<file path="src/rtl/jt_pkg.sv">
package jt_pkg;
  typedef enum logic [2:0] {
    K_NONE, K_BRANCH, K_CALL, K_MVCALL, K_JREG, K_RELCALL, K_RSVD
  } jt_kind_e;

  localparam logic [5:0] OP_LONG   = 6'h0A;
  localparam logic [5:0] OP_MVCALL = 6'h02;
  localparam logic [5:0] OP_RJUMP  = 6'h12;
  localparam logic [3:0] SUB_JREG    = 4'h0;
  localparam logic [3:0] SUB_JREG_HB = 4'h1;
  localparam logic [3:0] SUB_REL     = 4'h8;
  localparam int        IDX_W      = 5;
  localparam logic [IDX_W-1:0] LINK_REG = 5'd31;
endpackage

</file>
<file path="src/rtl/jt_decode.sv">
module jt_decode
  import jt_pkg::*;
#(
  parameter int W = 32
) (
  input  logic [31:0]      insn,
  output jt_kind_e         kind,
  output logic [IDX_W-1:0] rs_f,
  output logic [IDX_W-1:0] rt_f,
  output logic [IDX_W-1:0] mv_dst,
  output logic [3:0]       mv_sel,
  output logic [W-1:0]     disp
);
  localparam int EXT_LONG = W - 26;
  localparam int EXT_MV   = W - 22;

  logic [5:0] op;
  logic [3:0] sub;
  logic [W-1:0] disp_long, disp_mv;

  assign op  = insn[31:26];
  assign sub = insn[15:12];
  assign rt_f = insn[25:21];
  assign rs_f = insn[20:16];
  assign mv_dst = insn[24] ? 5'd5 : 5'd4;
  assign mv_sel = {insn[25], insn[23:21]};
  assign disp_long = {{EXT_LONG{insn[0]}}, insn[0], insn[24:1], 1'b0};
  assign disp_mv   = {{EXT_MV{insn[0]}}, insn[0], insn[20:1], 1'b0};

  always_comb begin
    kind = K_NONE;
    disp = disp_long;
    unique case (op)
      OP_LONG:   kind = insn[25] ? K_CALL : K_BRANCH;
      OP_MVCALL: begin
        kind = K_MVCALL;
        disp = disp_mv;
      end
      OP_RJUMP: begin
        if (sub == SUB_JREG || sub == SUB_JREG_HB) kind = K_JREG;
        else if (sub == SUB_REL)                   kind = K_RELCALL;
        else                                       kind = K_RSVD;
      end
      default: kind = K_NONE;
    endcase
  end

  logic unused_ok;
  assign unused_ok = ^insn[11:0];
endmodule

</file>
<file path="src/rtl/jt_srcmap.sv">
module jt_srcmap
  import jt_pkg::*;
(
  input  logic [3:0]       sel,
  output logic [IDX_W-1:0] idx
);
  always_comb begin
    if (sel < 4'd8)        idx = {1'b1, 1'b0, sel[2:0]};
    else if (sel < 4'd11)  idx = {1'b0, sel};
    else if (sel == 4'd11) idx = '0;
    else                   idx = {1'b0, 2'b01, sel[1:0]};
  end
endmodule

</file>
<file path="src/rtl/jt_target.sv">
module jt_target
  import jt_pkg::*;
#(
  parameter int W = 32
) (
  input  jt_kind_e     kind,
  input  logic [W-1:0] pc4,
  input  logic [W-1:0] disp,
  input  logic [W-1:0] reg_val,
  output logic [W-1:0] npc,
  output logic         take
);
  always_comb begin
    npc  = pc4;
    take = 1'b1;
    unique case (kind)
      K_BRANCH, K_CALL, K_MVCALL: npc = pc4 + disp;
      K_JREG:                     npc = reg_val;
      K_RELCALL:                  npc = pc4 + {reg_val[W-2:0], 1'b0};
      default:                    take = 1'b0;
    endcase
  end
endmodule

</file>
<file path="src/rtl/jt_unit.sv">
module jt_unit
  import jt_pkg::*;
#(
  parameter int W = 32
) (
  input  logic             clk,
  input  logic             rst,
  input  logic             valid_i,
  input  logic [31:0]      insn_i,
  input  logic [W-1:0]     pc_i,
  input  logic [W-1:0]     rd_val_i,
  output logic [IDX_W-1:0] rd_idx_o,
  output logic             vld_o,
  output logic             take_o,
  output logic [W-1:0]     npc_o,
  output logic             lnk_we_o,
  output logic [IDX_W-1:0] lnk_idx_o,
  output logic [W-1:0]     lnk_val_o,
  output logic             mv_we_o,
  output logic [IDX_W-1:0] mv_idx_o,
  output logic [W-1:0]     mv_val_o,
  output logic             rsvd_o
);
  jt_kind_e         kind;
  logic [IDX_W-1:0] rs_f, rt_f, mv_dst, mv_src;
  logic [3:0]       mv_sel;
  logic [W-1:0]     disp, pc4, npc_c;
  logic             take_c, lwe_c, mwe_c;
  logic [IDX_W-1:0] lidx_c;

  jt_decode #(.W(W)) u_dec (
    .insn(insn_i), .kind(kind), .rs_f(rs_f), .rt_f(rt_f),
    .mv_dst(mv_dst), .mv_sel(mv_sel), .disp(disp)
  );

  jt_srcmap u_map (.sel(mv_sel), .idx(mv_src));

  assign pc4 = pc_i + W'(4);

  jt_target #(.W(W)) u_tgt (
    .kind(kind), .pc4(pc4), .disp(disp), .reg_val(rd_val_i),
    .npc(npc_c), .take(take_c)
  );

  always_comb begin
    rd_idx_o = '0;
    lwe_c    = 1'b0;
    lidx_c   = LINK_REG;
    mwe_c    = 1'b0;
    unique case (kind)
      K_CALL: lwe_c = 1'b1;
      K_MVCALL: begin
        lwe_c    = 1'b1;
        mwe_c    = 1'b1;
        rd_idx_o = mv_src;
      end
      K_JREG, K_RELCALL: begin
        rd_idx_o = rs_f;
        lidx_c   = rt_f;
        lwe_c    = (rt_f != '0);
      end
      default: ;
    endcase
  end

  always_ff @(posedge clk) begin
    if (rst) begin
      vld_o     <= 1'b0;
      take_o    <= 1'b0;
      npc_o     <= '0;
      lnk_we_o  <= 1'b0;
      lnk_idx_o <= '0;
      lnk_val_o <= '0;
      mv_we_o   <= 1'b0;
      mv_idx_o  <= '0;
      mv_val_o  <= '0;
      rsvd_o    <= 1'b0;
    end else begin
      vld_o     <= valid_i;
      take_o    <= valid_i && take_c;
      npc_o     <= npc_c;
      lnk_we_o  <= valid_i && lwe_c;
      lnk_idx_o <= lidx_c;
      lnk_val_o <= pc4;
      mv_we_o   <= valid_i && mwe_c;
      mv_idx_o  <= mv_dst;
      mv_val_o  <= rd_val_i;
      rsvd_o    <= valid_i && (kind == K_RSVD);
    end
  end
endmodule

</file>
<file path="config.mk">
export PLATFORM = sky130hd
export DESIGN_NAME = jt_unit
export DESIGN_NICKNAME = d
export VERILOG_FILES = /design/src/rtl/jt_pkg.sv /design/src/rtl/jt_decode.sv /design/src/rtl/jt_srcmap.sv /design/src/rtl/jt_target.sv /design/src/rtl/jt_unit.sv
export SDC_FILE = /design/constraint.sdc
export NUM_CORES = 1
export LEC_CHECK = 0
export ABC_CLOCK_PERIOD_IN_PS = 4100
export BUFFER_PORTS_ARGS = -buffer_cell sky130_fd_sc_hd__buf_2
export CORE_ASPECT_RATIO = 1.75
export CORE_MARGIN = 2
export CORE_UTILIZATION = 34
export DETAILED_ROUTE_END_ITERATION = 16
export GPL_ROUTABILITY_DRIVEN = 0
export SETUP_SLACK_MARGIN = 0.1
export SLEW_MARGIN = 20
export SYNTH_ARGS = -nofsm -noshare
export SYNTH_HDL_FRONTEND = slang
export SYNTH_SLANG_ARGS = --single-unit
</file>
<file path="constraint.sdc">
create_clock -name clk -period 4.1 [get_ports clk]
set_input_delay 0.205 -clock clk [delete_from_list [all_inputs] [get_ports clk]]
set_output_delay 0.205 -clock clk [all_outputs]
set_load 0.005 [all_outputs]
</file>
==> flow_metrics.py <==
metrics = {
    "global_routing": {
        "grt_usage_pct": 23.6,
        "antenna_found_initial": 2,
        "grt_max_degree": 71,
        "grt_pass1_vias": 6175,
        "grt_pass1_wl_mm": 33.4,
        "overflow": 0,
    },
    "routing": {
        "vias": 6178,
        "drt_iter0_drc": 401,
        "maxUsedRoutingLayer": "met5",
        "route.met2.wl_mm": 12.1,
        "wl_met3_mm": 1.06,
        "ant_nets": 0,
        "drt_pass1_iterations": 5,
        "post_drt_wl_per_cell_um": 18.7,
        "wl_mm": 22.2,
        "drc_errors": 0,
        "routed_via_density": 5.21,
        "route.layer.met1.wl_mm": 7.16,
    },
    "floorplan": {
        "initial_core_util_pct": 34.9,
        "rows": 63,
        "die_area_um2": 18600,
        "die_h_um": 179,
        "core_area_um2": 17000,
        "die_x_um": 104,
        "pin_count": 215,
    },
    "critical_path": {
        "cp_num_buf_inv": 1,
        "crit_family": "compound AO/OA/AOI/OAI gates",
        "worstPathRequired_ps": 4310,
        "cp_cell_sequence": "buf_2, or4b_4, or3_1, nand2_1, nand2_1, ha_1, fa_1, a21o_1, a21o_1, a2111oi_2, o21bai_1, a21o_1, a221oi_2, mux2i_1, o211ai_1",
        "cp_common_cell": "a21o_1",
        "cpMaxStageDelayCell": "or4b_4",
        "crit_arrival_ps": 3930,
        "start_kind": "input pin",
        "crit_cells": 15,
        "endpoint_kind": "flip-flop",
        "cp_max_fo": 4,
        "critPathKind": "in2reg",
        "cp_slowest_stage_delay_ps": 540,
    },
    "power": {
        "p_leak_nw": 3.88,
        "peakVddDrop_uv": 179,
        "power_mw": 2.68,
        "p_per_area_nw_per_um2": 341,
    },
    "logic_synthesis": {
        "synth_flop_cell": "dfxtp_1",
        "synthesis.area_um2": 5940,
        "synth-seq-cells": 108,
        "ys_types": 66,
        "async_reset_ff_share_pct": 0,
        "yosys_warnings": 0,
        "seq_area_frac_synth_pct": 36.4,
        "syn-mean-instance-area_um2": 8.31,
        "synthCells": 714,
        "synth_edf_count": 0,
    },
    "timing": {
        "hold_slack_ps": 92.9,
        "worstMarginPinSlew_ps": 790,
        "finalSetupViolCount": 0,
        "grt_setup_unrepaired": "no",
        "layout_min_cycle_time_ps": 3730,
        "slew_headroom_pct": 46.9,
        "report.final.slew_viol_count": 0,
        "fmax_mhz": 268,
        "hold_viol_final": 0,
        "period_share_pct": 90.9,
    },
    "hold_path": {
        "worst_hold_path.num_cells": 2,
        "worstHoldPathType": "in2reg",
    },
    "outcome": {
        "status": "complete, no violations",
    },
    "clock_tree": {
        "htree_levels": 3,
        "cts_buffer_depth": 2,
        "path_clk_slew_ps": 80,
        "clkSinkCount": 108,
        "cts_tree": "done",
        "cts_made_buffers": 9,
        "hold_buffers": 0,
        "cts_root_buf": "clkbuf_16",
    },
    "finish": {
        "syn2layout_area_growth_pct": 32.3,
        "finish.utilization_pct": 46.1,
        "drive_above_1_share_pct": 30.4,
        "final_cell_mix": "buf_2, dfxtp_1, nand2_1",
        "final_common_cell": "buf_2",
        "finalNetCount": 1084,
    },
    "placement": {
        "dp_hpwl_mm": 17.9,
        "portBuffers": 211,
    },
    "run": {
        "cap_viol_max_count": 0,
    },
}
[final cells by class]
cell class	instances	area, µm²
diodes	1	2.50
clock buffers	11	253
clock inverters	5	65.1
fillers	1804	9170
inverters	14	52.6
multi-input cells	560	3610
flip-flops and latches	108	2160
well taps	227	284
repair buffers	260	1420
[synth_stat cells (all sizes together), types with 2 or more instances]
master | count | area, µm²
a221oi | 2 | 23.8
clkbuf | 27 | 101
a21o | 23 | 173
o32ai | 2 | 17.5
nand2 | 94 | 353
o21ai | 28 | 140
a22oi | 15 | 113
ha | 31 | 388
nor3 | 8 | 45.0
a2111oi | 4 | 35.0
and3 | 12 | 75.1
nand3 | 23 | 115
a222oi | 11 | 110
a32o | 3 | 30.0
mux2i | 2 | 20.0
nand4 | 8 | 50.1
a21oi | 38 | 201
nand2b | 2 | 12.5
and4 | 2 | 17.5
a22o | 4 | 35.0
o22ai | 10 | 62.6
o31ai | 3 | 22.5
o211ai | 2 | 15.0
xnor2 | 27 | 244
o21bai | 6 | 45.0
nor2 | 63 | 236
inv | 14 | 52.6
a211oi | 3 | 22.5
buf | 7 | 53.8
nor4 | 2 | 18.8
a31oi | 3 | 18.8
and2 | 32 | 203
nor2b | 41 | 257
a221o | 2 | 20.0
or3 | 3 | 18.8
or4 | 2 | 15.0
o21a | 8 | 60.1
xor2 | 22 | 193
or2 | 2 | 12.5
dfxtp | 108 | 2160
[worst paths after layout]
path	end	start	slack (ps)
setup / recovery	npc_o[19]$_SDFF_PP0_	insn_i[26]	370
hold / removal	lnk_val_o[2]$_SDFF_PP0_	pc_i[2]	90
[flip-flops by register name, indices dropped and copies added (netlist names)]
signal     cells
npc_o         32
lnk_idx_o      5
mv_val_o      32
vld_o          1
lnk_val_o     32
rsvd_o         1
mv_idx_o       2
lnk_we_o       1
take_o         1
mv_we_o        1
[layer usage]
layer	global-route usage (%)	vias to the layer above
met2	45.4	228
met5	0	-
met3	3.60	75
li1	-	2997
met1	21.8	2876
met4	19.4	2
[logic make-up (layout without fill, tap and decap cells)]
group                    count (synthesis)  after routing  share of synthesized area (%)
adder cells (fa/ha/maj)                 32             32                           6.87
AND/OR/NAND/NOR                        297            297                           24.6
buffers and inverters                   48            290                           3.50
XOR/XNOR                                49             49                           7.36
AO/OA/AOI/OAI                          177            177                           20.9
flip-flops                             108            108                           36.4
other                                    1              4                         0.0632
multiplexers                             2              2                          0.337
[through the flow]
step | setup TNS [ps] | cell area [µm²] | worst slack, ps | instances
CTS | 0 | 7850 | 355 | 1185
floorplan | 0 | 5960 | 128 | 716
finish | 0 | 7860 | 374 | 1186
global route | 0 | 7860 | 128 | 1186
detailed placement | -16.8 | 7530 | -16.8 | 1169
global placement | 0 | 7530 | 57.9 | 1169
[timing repair]
| item | in CTS | in global routing |
|---|---|---|
| setup buffers | 0 | 0 |
| endpoints found under the setup margin | 0 | 1 |
| resized for setup | 0 | 1 |
[power by group]
part	leakage [nW]	internal, mW	switching, mW
combinational	2.82	0.277	0.351
clock	0.157	0.516	0.413
sequential	0.900	1.11	0.0127
(Power assumes the default switching activity.)
